[config.mk]
export PLATFORM = sky130hd
export DESIGN_NAME = abs_phys_map
export DESIGN_NICKNAME = d
export VERILOG_FILES = /design/src/rtl/abs_map_pkg.sv /design/src/rtl/abs_region_decode.sv /design/src/rtl/abs_extend.sv /design/src/rtl/abs_align_chk.sv /design/src/rtl/abs_out_stage.sv /design/src/rtl/abs_phys_map.sv
export SDC_FILE = /design/constraint.sdc
export NUM_CORES = 1
export LEC_CHECK = 0
export ABC_AREA = 1
export ABC_CLOCK_PERIOD_IN_PS = 2500
export BUFFER_PORTS_ARGS = -buffer_cell sky130_fd_sc_hd__buf_2
export CORE_UTILIZATION = 36
export CTS_CLUSTER_SIZE = 40
export DETAILED_ROUTE_END_ITERATION = 10
export GPL_ROUTABILITY_DRIVEN = 0
export GPL_TIMING_DRIVEN = 1
export MAX_ROUTING_LAYER = met4
export PLACE_DENSITY = 0.73
export SLEW_MARGIN = 5
export SYNTH_ARGS = -nofsm -noshare
export SYNTH_HDL_FRONTEND = slang
export SYNTH_SLANG_ARGS = --single-unit
[constraint.sdc]
create_clock -name clk -period 2.5 [get_ports clk]
set_clock_uncertainty 0.15 [all_clocks]
set_input_delay 0.125 -clock clk [delete_from_list [all_inputs] [get_ports clk]]
set_output_delay 0.125 -clock clk [all_outputs]
set_load 0.1 [all_outputs]
[src/rtl/abs_map_pkg.sv]
package abs_map_pkg;
  localparam int unsigned ABS_W  = 64;
  localparam int unsigned PHYS_W = 64;
  localparam int unsigned SIZE_W = 2;

  typedef enum logic [1:0] {
    RGN_WIDE = 2'd0,
    RGN_MEM  = 2'd1,
    RGN_IO   = 2'd2,
    RGN_FW   = 2'd3
  } region_e;

  // bit 2 read, bit 1 write, bit 0 execute
  typedef logic [2:0] perm_t;
  localparam perm_t PERM_ALL = 3'b111;

  typedef struct packed {
    logic [PHYS_W-1:0] phys;
    perm_t             perm;
    logic              unaligned;
  } map_res_t;
endpackage

[src/rtl/abs_region_decode.sv]
module abs_region_decode
  import abs_map_pkg::*;
(
  input  logic [7:0] hi_byte_i,
  input  logic       wide_i,
  input  logic       new_arch_i,
  output region_e    region_o
);
  logic seg_top_f;
  logic seg_sub_nz;

  always_comb begin
    seg_top_f  = (hi_byte_i[7:4] == 4'hF);
    seg_sub_nz = |hi_byte_i[3:0];
    if (wide_i) begin
      region_o = RGN_WIDE;
    end else if (!new_arch_i || !seg_top_f) begin
      region_o = RGN_MEM;
    end else if (seg_sub_nz) begin
      region_o = RGN_IO;
    end else begin
      region_o = RGN_FW;
    end
  end
endmodule

[src/rtl/abs_extend.sv]
module abs_extend
  import abs_map_pkg::*;
#(
  parameter int unsigned PA_BITS = 40
) (
  input  logic [PA_BITS-1:0] addr_lo_i,
  input  region_e            region_i,
  output logic [PHYS_W-1:0]  phys_o
);
  localparam int unsigned EXT_W       = PHYS_W - PA_BITS;
  localparam int unsigned FW_ONES_LSB = PA_BITS - 4;
  localparam logic [PHYS_W-1:0] FW_MASK =
    ~((64'd1 << FW_ONES_LSB) - 64'd1);

  logic [31:0] lo_word;

  always_comb begin
    lo_word = addr_lo_i[31:0];
    unique case (region_i)
      RGN_WIDE: phys_o = {{EXT_W{addr_lo_i[PA_BITS-1]}}, addr_lo_i};
      RGN_MEM:  phys_o = {32'h0, lo_word};
      RGN_IO:   phys_o = {{32{lo_word[31]}}, lo_word};
      RGN_FW:   phys_o = {32'h0, lo_word} | FW_MASK;
      default:  phys_o = '0;
    endcase
  end
endmodule

[src/rtl/abs_align_chk.sv]
module abs_align_chk
  import abs_map_pkg::*;
(
  input  logic [2:0]        low_bits_i,
  input  logic [SIZE_W-1:0] size_log2_i,
  output logic              misaligned_o
);
  logic [3:0] span;
  logic [2:0] mask;

  always_comb begin
    span         = 4'd1 << size_log2_i;
    mask         = span[2:0] - 3'd1;
    misaligned_o = |(low_bits_i & mask);
  end
endmodule

[src/rtl/abs_out_stage.sv]
module abs_out_stage
  import abs_map_pkg::*;
#(
  parameter bit REG_OUT = 1'b1
) (
  input  logic     clk,
  input  logic     rst_n,
  input  logic     valid_i,
  input  map_res_t res_i,
  output logic     valid_o,
  output map_res_t res_o
);
  generate
    if (REG_OUT) begin : g_reg
      logic     valid_q, valid_d;
      map_res_t res_q, res_d;
      logic     res_en;

      always_comb begin
        res_en  = valid_i;
        valid_d = valid_i;
        res_d   = res_en ? res_i : res_q;
      end

      always_ff @(posedge clk or negedge rst_n) begin
        if (!rst_n) begin
          valid_q <= 1'b0;
          res_q   <= '0;
        end else begin
          valid_q <= valid_d;
          res_q   <= res_d;
        end
      end

      assign valid_o = valid_q;
      assign res_o   = res_q;
    end else begin : g_comb
      logic unused_clk_rst;
      assign unused_clk_rst = clk ^ rst_n;
      assign valid_o = valid_i;
      assign res_o   = res_i;
    end
  endgenerate
endmodule

[src/rtl/abs_phys_map.sv]
module abs_phys_map
  import abs_map_pkg::*;
#(
  parameter int unsigned PA_BITS = 40,
  parameter bit          REG_OUT = 1'b1
) (
  input  logic              clk,
  input  logic              rst_n,
  input  logic              in_valid,
  input  logic [ABS_W-1:0]  abs_addr,
  input  logic              wide_mode,
  input  logic              new_arch,
  input  logic [SIZE_W-1:0] size_log2,
  output logic              out_valid,
  output logic [PHYS_W-1:0] phys_addr,
  output logic [2:0]        perm,
  output logic              unaligned
);
  generate
    if (PA_BITS < 37 || PA_BITS > 54) begin : g_bad_pa_bits
      $error("abs_phys_map: PA_BITS must lie in 37..54");
    end
  endgenerate

  region_e  region;
  logic     misaligned;
  map_res_t res_comb;
  map_res_t res_out;
  logic     unused_hi_bits;

  assign unused_hi_bits = ^abs_addr[ABS_W-1:PA_BITS];

  abs_region_decode u_decode (
    .hi_byte_i  (abs_addr[31:24]),
    .wide_i     (wide_mode),
    .new_arch_i (new_arch),
    .region_o   (region)
  );

  abs_extend #(.PA_BITS(PA_BITS)) u_extend (
    .addr_lo_i (abs_addr[PA_BITS-1:0]),
    .region_i  (region),
    .phys_o    (res_comb.phys)
  );

  abs_align_chk u_align (
    .low_bits_i   (abs_addr[2:0]),
    .size_log2_i  (size_log2),
    .misaligned_o (misaligned)
  );

  assign res_comb.perm      = PERM_ALL;
  assign res_comb.unaligned = misaligned;

  abs_out_stage #(.REG_OUT(REG_OUT)) u_out (
    .clk     (clk),
    .rst_n   (rst_n),
    .valid_i (in_valid),
    .res_i   (res_comb),
    .valid_o (out_valid),
    .res_o   (res_out)
  );

  assign phys_addr = res_out.phys;
  assign perm      = res_out.perm;
  assign unaligned = res_out.unaligned;

  generate
    if (REG_OUT) begin : g_chk
      AST_WIDE_SEXT: assert property (@(posedge clk) disable iff (!rst_n)
        (in_valid && wide_mode) |=>
          ($countones(phys_addr[PHYS_W-1:PA_BITS-1]) == 0 ||
           &phys_addr[PHYS_W-1:PA_BITS-1]));
      AST_MEM_ZEXT: assert property (@(posedge clk) disable iff (!rst_n)
        (in_valid && !wide_mode && (!new_arch || abs_addr[31:28] != 4'hF)) |=>
          (phys_addr[63:32] == 32'h0));
      AST_IO_SEXT: assert property (@(posedge clk) disable iff (!rst_n)
        (in_valid && !wide_mode && new_arch && abs_addr[31:28] == 4'hF &&
         abs_addr[27:24] != 4'h0) |=> (&phys_addr[63:31]));
      AST_FW_TOP_ONES: assert property (@(posedge clk) disable iff (!rst_n)
        (in_valid && !wide_mode && new_arch && abs_addr[31:24] == 8'hF0) |=>
          (&phys_addr[PHYS_W-1:PA_BITS-4] &&
           phys_addr[PA_BITS-5:32] == '0));
      AST_PERM_ALL: assert property (@(posedge clk) disable iff (!rst_n)
        out_valid |-> (perm == 3'b111));
      AST_BYTE_ALIGNED: assert property (@(posedge clk) disable iff (!rst_n)
        (in_valid && size_log2 == 2'd0) |=> !unaligned);
      AST_VALID_FOLLOWS: assert property (@(posedge clk) disable iff (!rst_n)
        in_valid |=> out_valid);
      AST_VALID_ONLY_AFTER_REQ: assert property (@(posedge clk) disable iff (!rst_n)
        !in_valid |=> !out_valid);
      AST_HOLD_IDLE: assert property (@(posedge clk) disable iff (!rst_n)
        !in_valid |=> ($stable(phys_addr) && $stable(unaligned)));
    end
  endgenerate
endmodule

======== Word level (Yosys, flattened, before mapping) ========
Index checks and enable logic that the tools add are counted.
word-level totals
  output and inout bits ................... 69
  RAM bits ................................ 0
  bits in latches ......................... 0
  bits in read-only memories .............. 0
  memories kept ........................... 0
  input port bits ......................... 71
  flip-flop bits (word level) ............. 67
operators by class
  bitwise logic cells ..................... 1
  muxes and demuxes ....................... 4
  shift-type cells ........................ 1
  divide/modulo/power cells ............... 0
  reductions and logical operators ........ 6
  equality and inequality tests ........... 4
  $add $sub $neg .......................... 1
  $mul .................................... 0
  order comparisons ....................... 0
operators with widths
  cell                   number
  $pmux W64 S4           1
  $eq A2 B2 Y1 const B   2
  $eq A4 B4 Y1 const B   1
  $mux W2                2
  $reduce_or A4 Y1       1
  $and A3 B3 Y3          1
  $reduce_or A3 Y1       1
  $shl A1 B2 Y3 const A  1
  $sub A3 B1 Y3 const B  1
  $eq A2 B1 Y1 const B   1
  $logic_not A1 Y1       2
  $logic_not A2 Y1       1
  $logic_or A1 B1 Y1     1
  $mux W1                1

======== Longest topological paths before layout ========
Gate-level depths: netlist (run 1).
  depth in word-level cells ............... 7
  gate-level depth with buffers ........... 4

======== Hierarchy ========
Synthesis (run 1) repeated with hierarchy kept, for this count alone.
unflattened totals
  cell total of the unflattened synthesis .. 382
  area, all modules ....................... 3185.6 µm²
by module, submodules not included
  module             sequential area each (µm²)  cells an instance  instances  area an instance (µm²)
  abs_out_stage      1726.7                      289                1          2601.2
  abs_extend         0.0                         76                 1          514.2
  abs_region_decode  0.0                         8                  1          36.3
  abs_align_chk      0.0                         8                  1          30.0
  abs_phys_map       0.0                         1                  1          3.8

======== Worst setup path after synthesis (run 1) ========
No wires, ideal clock.
  kind .................................... register to output
  start point ............................. register u_out.res_o[66] (netlist name)
  end point ............................... output phys_addr[40]
  cell stages (with the launch flop) ...... 2
  path slack .............................. 503 ps
  data arrival time ....................... 1722 ps
  data required time ...................... 2225 ps
  cells stage by stage .................... dfrtp_1 -> buf_4
RTL lines
  item              RTL line            source
  end: declaration  abs_phys_map.sv:15  output logic [PHYS_W-1:0] phys_addr,

==> results.yml, run 1 <==
power:
  leakage_nw: 1.56
  power_frac_seq: 0.345
  max-vdd-ir-drop_mv: 0.461
  sw_frac_of_total: 0.491
  clkPwrFrac: 0.206
  switching_power_mw: 1.13
  p_comb_frac: 0.449
  intPower_mw: 1.17
  power_density_nw_per_um2: 817
synth:
  synth-main-ff-cell: "dfrtp_1"
  synth.distinct_cells: 13
  ys_warn_count: 0
  synthesis.area_um2: 1870
  synth_commonest_cells: "nand2_1 (97), dfrtp_1 (43), buf_4 (28)"
  ys_seq_elements: 43
  synth_area_leaders: "dfrtp_1 (57%), nand2_1 (19%), buf_4 (11%), a21oi_1 (4.5%), nor2_1 (2.2%)"
  synth_fa_ha_area_frac: 0
  synth_xor_area_frac: 0
  syn-num-nets: 286
  synthCells: 215
  synth-compound-area-share: 0.0561
  seq_area_frac_synth: 0.574
  synth_top_area_cell: "dfrtp_1"
  synth_edf_count: 0
  synth_top_cell_area_share: 0.574
  avgSynthCellArea_um2: 8.72
  synthSimpleGateAreaFrac: 0.231
  synth_most_common_cell: "nand2_1"
  ys_async_sr_fraction: 1.00
  synthMuxAreaShare: 0
  synth_top_family_by_area: "simple AND/OR/NAND/NOR gates"
timing:
  final-hold-violation-count: 0
  max_slew_margin: 0.381
  hold_slack_ns: 0.0257
  drv_slew: 0
  rsz0062_at_grt: "false"
  tns_ns: 0
  period_minus_slack_ns: 1.77
  fin_crit_sh: 0.708
  setup_viol: 0
  fmax_ghz: 0.565
  worst_slew_pin_slew_ns: 0.929
  setup_ws_ns: 0.729
clock_tree:
  cts_sinks: 43
  clockRootBuffer: "clkbuf_8"
  cts_buffers: 5
  clkTransAtPathRegs_ns: 0.07
  cts_max_path_buffers: 2
  htree_levels: 2
  cts_tree: "yes"
  post_cts_buffers: 0
  insertion_delay_ns: 0.29
  cts_resized: 0
cells_and_area:
  fillers: 443
  fin_util: 0.577
  nNetsFinal: 416
  areaGrowthSynthToFinish_pct: 50.3
  multi_input_area_um2: 538
  layout.cells.non_filler: 413
  antenna_cells: 0
  register_area_um2: 1080
  drive_gt1_frac: 0.364
grt:
  grt_max_degree: 45
  first_global_vias: 1689
  grt_pass1_wl_mm: 7.53
  track_usage: 0.188
  antenna_found_initial: 0
  grt_overflow: 0
place:
  io_buffers: 115
  dp_slack_ns: 1.03
  dpl.hpwl_mm: 2.76
  placed_cells: 363
route:
  routed-via-count: 1785
  avgViaCountPerCell: 4.32
  ant_nets: 0
  dr.pass1.iters: 4
  routedWlPerCell_um: 11.5
  route.detailed.drc: 0
  drt_wl_total_mm: 4.76
  drt_iter0_markers: 32
floorplan:
  core_area_um2: 4880
  die_w_um: 74.2
  die_area_um2: 5500
  io_pins: 140
  rows: 25
  die_height_um: 74.2
  start_util: 0.384
worst_setup_path:
  worst-setup-path-type: "flop to output port"
  path_max_fanout: 26
  reg2reg_depth: 2
  startpoint_type: "flop"
  ff2ff_setup_slack_ns: 1.38
  cp.arrival_ns: 1.50
  r2r_start: "u_out.res_o[66]"
  cp_cell_sequence: "buf_2"
  setup.worst_path.end: "phys_addr[50]"
  r2r-end: "u_out.res_o[66]"
  cp_top_family: "flip-flops"
  cp_num_buf_inv: 1
  end_kind: "output port"
  crit_required_ns: 2.23
  critical_path_depth: 1
  critPathLaunch: "u_out.res_o[66]"
  cpPeakStageDelay_ns: 0.68
  crit_path_top_delay_cell: "dfrtp_1"
flow_run:
  drv_cap: 0
hold_path:
  hp-class: "input port to flop"
run_status:
  status: "complete, no violations"
-- how the worst min path moves through the flow --
stage	slack (ns)	cells past startpoint	end	from
after floorplan	-0.32	0	u_out.res_o[0]	rst_n
after global placement	0.17	3	u_out.res_o[17]	abs_addr[13]
after detailed placement	0.18	1	u_out.res_o[21]	rst_n
after CTS	0.02	3	u_out.res_o[36]	abs_addr[32]
after global routing	0.04	3	u_out.res_o[36]	abs_addr[32]
final	0.03	3	u_out.res_o[36]	abs_addr[32]
-- power groups by stage --
stage                     registers [mW]  logic [mW]  clock network [mW]
after floorplan                     1.26       0.418                   0
after global placement             0.804       0.979                   0
after detailed placement           0.806       0.984                   0
after CTS                          0.793        1.03               0.494
after global routing               0.803        1.07               0.521
final                              0.793        1.03               0.475
-- registers in the layout, summed over array words and instances (netlist names) --
name	cells
u_out.valid_o	1
u_out.res_o	42
-- timing repair --
item                                   CTS  global route
endpoints found under the hold margin   83             0
setup endpoints to repair                0             0
hold buffers                            42             0
-- stage by stage --
stage | power, mW | cell area (µm²)
after floorplan | 1.67 | 1870
after global placement | 1.78 | 2300
after detailed placement | 1.79 | 2300
after CTS | 2.32 | 2820
after global routing | 2.40 | 2820
final | 2.30 | 2820
-- layout by cell type, fill, tap and decap left out, drive strengths merged --
master / netlist / routed
a21oi: 17 / 17
nor2: 12 / 12
dlygate4sd3: 0 / 42
nand3: 2 / 2
buf: 35 / 116
dfrtp: 43 / 43
or2: 1 / 1
clkbuf: 0 / 8
o21ai: 4 / 4
inv: 4 / 4
nand2: 97 / 97
-- per-layer routing --
metal	global-route usage	vias up	part of all wire	wire, µm
li1	-	891	-	-
met1	0.198	794	0.40	1900
met2	0.340	90	0.52	2470
met3	0.0474	10	0.065	309
met4	0.0620	0	0.016	74
met5	-	-	0	0
-- cells by family after synthesis --
logic type / Yosys count
AO/OA/AOI/OAI: 21
buffers and inverters: 39
flip-flops: 43
AND/OR/NAND/NOR: 112
-- area by class of cell --
| class | instances | share of cell area |
|---|---|---|
| Inverter | 4 | 0.00533 |
| Multi-Input combinational cell | 133 | 0.191 |
| Sequential cell | 43 | 0.382 |
| Timing Repair Buffer | 158 | 0.356 |
| Clock buffer | 8 | 0.0355 |
| Tap cell | 67 | 0.0298 |
No activity file was read; power rests on OpenSTA's default activity.
==> run 2: changes to the inputs <==
--- a/config.mk
+++ b/config.mk
@@ -5,8 +5,8 @@
 export SDC_FILE = /design/constraint.sdc
 export NUM_CORES = 1
 export LEC_CHECK = 0
-export ABC_AREA = 1
-export ABC_CLOCK_PERIOD_IN_PS = 2500
+export ABC_AREA = 0
+export ABC_CLOCK_PERIOD_IN_PS = 1500
 export BUFFER_PORTS_ARGS = -buffer_cell sky130_fd_sc_hd__buf_2
 export CORE_UTILIZATION = 36
 export CTS_CLUSTER_SIZE = 40
@@ -14,7 +14,7 @@
 export GPL_ROUTABILITY_DRIVEN = 0
 export GPL_TIMING_DRIVEN = 1
 export MAX_ROUTING_LAYER = met4
-export PLACE_DENSITY = 0.73
+export PLACE_DENSITY = 0.76
 export SLEW_MARGIN = 5
 export SYNTH_ARGS = -nofsm -noshare
 export SYNTH_HDL_FRONTEND = slang
==> constraint.sdc (replaced) <==
create_clock -name clk -period 1.5 [get_ports clk]
set_clock_uncertainty 0.15 [all_clocks]
set_input_delay 0.075 -clock clk [delete_from_list [all_inputs] [get_ports clk]]
set_output_delay 0.075 -clock clk [all_outputs]
set_load 0.1 [all_outputs]
==> run 2 against run 1 <==
Via count decreased by 8.5%. Final cell count decreased by 14%. Non-clock buffer count increased by 11. Wire length increased by 14%. Sequential cell count unchanged. Power increased by 80%. Clock-buffer cell count decreased by 2. First-iteration DRC count increased by 120%. Synthesized cell count decreased by 33%. Highest routed layer unchanged.
==> results.yml, run 2 <==
route:
  dr.pass1.iters: 4
  routed-via-count: 1634
  avgViaCountPerCell: 4.60
  route.detailed.drc: 0
  drt_iter0_markers: 71
  routedWlPerCell_um: 15.3
  drt_wl_total_mm: 5.41
  ant_nets: 0
grt:
  grt_max_degree: 28
  grt_overflow: 0
  first_global_vias: 1694
  grt_pass1_wl_mm: 7.99
  track_usage: 0.205
  antenna_found_initial: 0
cells_and_area:
  fillers: 341
  layout_common_cells: "buf_2 (90), dlygate4sd3_1 (48), dfrtp_1 (41), mux2_2 (32), buf_12 (27)"
  drive_gt1_frac: 0.580
  nNetsFinal: 358
  antenna_cells: 0
  areaGrowthSynthToFinish_pct: 77.7
  largest_register_ffs: 42
  final_common_cell: "buf_2"
synth:
  avgSynthCellArea_um2: 13.0
  synthesis.area_um2: 1880
  synthCells: 144
  synth_most_common_cell: "dfrtp_1"
  ys_async_sr_fraction: 1.00
  synth_edf_count: 0
  synth-main-ff-cell: "dfrtp_1"
  synth_top_area_cell: "dfrtp_1"
  ys_seq_elements: 43
  ys_warn_count: 0
  syn-num-nets: 215
  synth_top_cell_area_share: 0.574
  seq_area_frac_synth: 0.574
  synth_commonest_cells: "dfrtp_1 (43), mux2_2 (32), buf_4 (26)"
  synth_area_leaders: "dfrtp_1 (57%), mux2_2 (19%), buf_4 (10%), nand3_1 (2.1%), a31oi_1 (1.7%)"
  synth.distinct_cells: 20
worst_setup_path:
  startpoint_type: "input port"
  r2r_start: "u_out.res_o[1]"
  critPathLaunch: "abs_addr[39]"
  end_kind: "flop"
  crit_required_ns: 1.54
  path_max_fanout: 1
  cp.arrival_ns: 1.50
  worst-setup-path-type: "input port to flop"
floorplan:
  start_util: 0.384
  rows: 25
  die_height_um: 74.2
  core_area_um2: 4880
  die_w_um: 74.2
  die_area_um2: 5500
  io_pins: 140
clock_tree:
  cts_tree: "yes"
  insertion_delay_ns: 0.28
  clockRootBuffer: "clkbuf_8"
  cts_buffers: 5
  htree_levels: 2
  clkTransAtPathRegs_ns: 0.08
  cts_sinks: 43
  cts_max_path_buffers: 2
  post_cts_buffers: 0
timing:
  worst_slew_pin_slew_ns: 0.510
  setup_viol: 0
  drv_slew: 0
  fin_crit_sh: 0.973
  fmax_ghz: 0.685
  tns_ns: 0
  final-hold-violation-count: 0
  period_minus_slack_ns: 1.46
  rsz0062_at_grt: "false"
  max_slew_margin: 0.662
  hold_slack_ns: 0.0371
power:
  p_total_mw: 4.15
  leakage_nw: 1.58
  max-vdd-ir-drop_mv: 0.732
  power_density_nw_per_um2: 1240
place:
  dpl.hpwl_mm: 3.14
  io_buffers: 115
run_status:
  status: "complete, no violations"
flow_run:
  drv_cap: 0
hold_path:
  min_from: "wide_mode"
  hp-class: "input port to flop"
## run 2: cell count changes in the layout (fill, tap and decap cells not counted), moves of 4 or more
cell           previous run  this run
a21oi_1                  17         0
a31oi_1                   0         4
buf_12                    0        27
buf_2                   115        90
dlygate4sd3_1            42        48
mux2_2                    0        32
nand2_1                  97         5
nand2b_1                  0         4
nand3_1                   1         8
nor2_1                   11         5
o21ai_1                   4         0
## run 2: per-layer routing
layer	vias up	routed length [µm]	GRT usage
met5	-	0	-
met4	0	51	0.0812
met3	10	481	0.0664
met2	91	2850	0.360
met1	782	2030	0.210
li1	751	-	-
## run 2: cell families after synthesis
group	share of synthesized area
AO/OA/AOI/OAI	0.0280
flip-flops	0.574
buffers and inverters	0.127
AND/OR/NAND/NOR	0.0787
multiplexers	0.192
## run 2: path summary, 6_finish.rpt
path / to / slack, ns / cells past startpoint
min reg2reg: u_out.res_o[1] / 0.35 / 1
min: u_out.res_o[38] / 0.04 / 3
min in group asynchronous: u_out.res_o[37] / 0.11 / 2
max in group asynchronous: u_out.res_o[15] / 0.61 / 3
max: u_out.res_o[66] / 0.04 / 5
max reg2reg: u_out.res_o[1] / 0.55 / 1
## run 2: final cells by class
cell class | instances | area, µm² | share of cell area
clock buffer | 6 | 72.6 | 0.0218
clock inverter | 2 | 12.5 | 0.00376
inverter | 1 | 3.75 | 0.00113
multi-input combinational | 67 | 574 | 0.172
sequential | 43 | 1080 | 0.324
tap | 67 | 83.8 | 0.0252
timing repair buffer | 169 | 1510 | 0.452
## run 2: where the power goes
| group | total [mW] | switching [mW] | leakage, nW | internal (mW) |
|---|---|---|---|---|
| Sequential | 1.33 | 0.0567 | 0.504 | 1.27 |
| Clock | 0.702 | 0.376 | 0.0412 | 0.325 |
| Combinational | 2.12 | 1.56 | 1.04 | 0.555 |
| Total | 4.15 | 2.00 | 1.58 | 2.15 |
## run 2: repair_timing
action | 4_1_cts | 5_1_grt
endpoints found under the setup margin | 0 | 4
gates resized for setup | 0 | 3
endpoints found under the hold margin | 84 | 0
hold buffers | 49 | 0
## run 2: through the flow
stage               area [µm²]   util  instances  setup slack (ns)
global placement          2740  0.562        298             0.291
global route              3330  0.683        355           0.00599
CTS                       3320  0.679        355            0.0282
floorplan                 1880      -        144            0.0104
finish                    3330  0.683        355            0.0399
detailed placement        2740  0.562        298             0.262
## run 2: worst max-delay path: stages
cell and delay, ns:
dlygate4sd3_1 0.54, buf_2 0.10, nand2_1 0.05, dlygate4sd3_1 0.57, a31oi_1 0.17
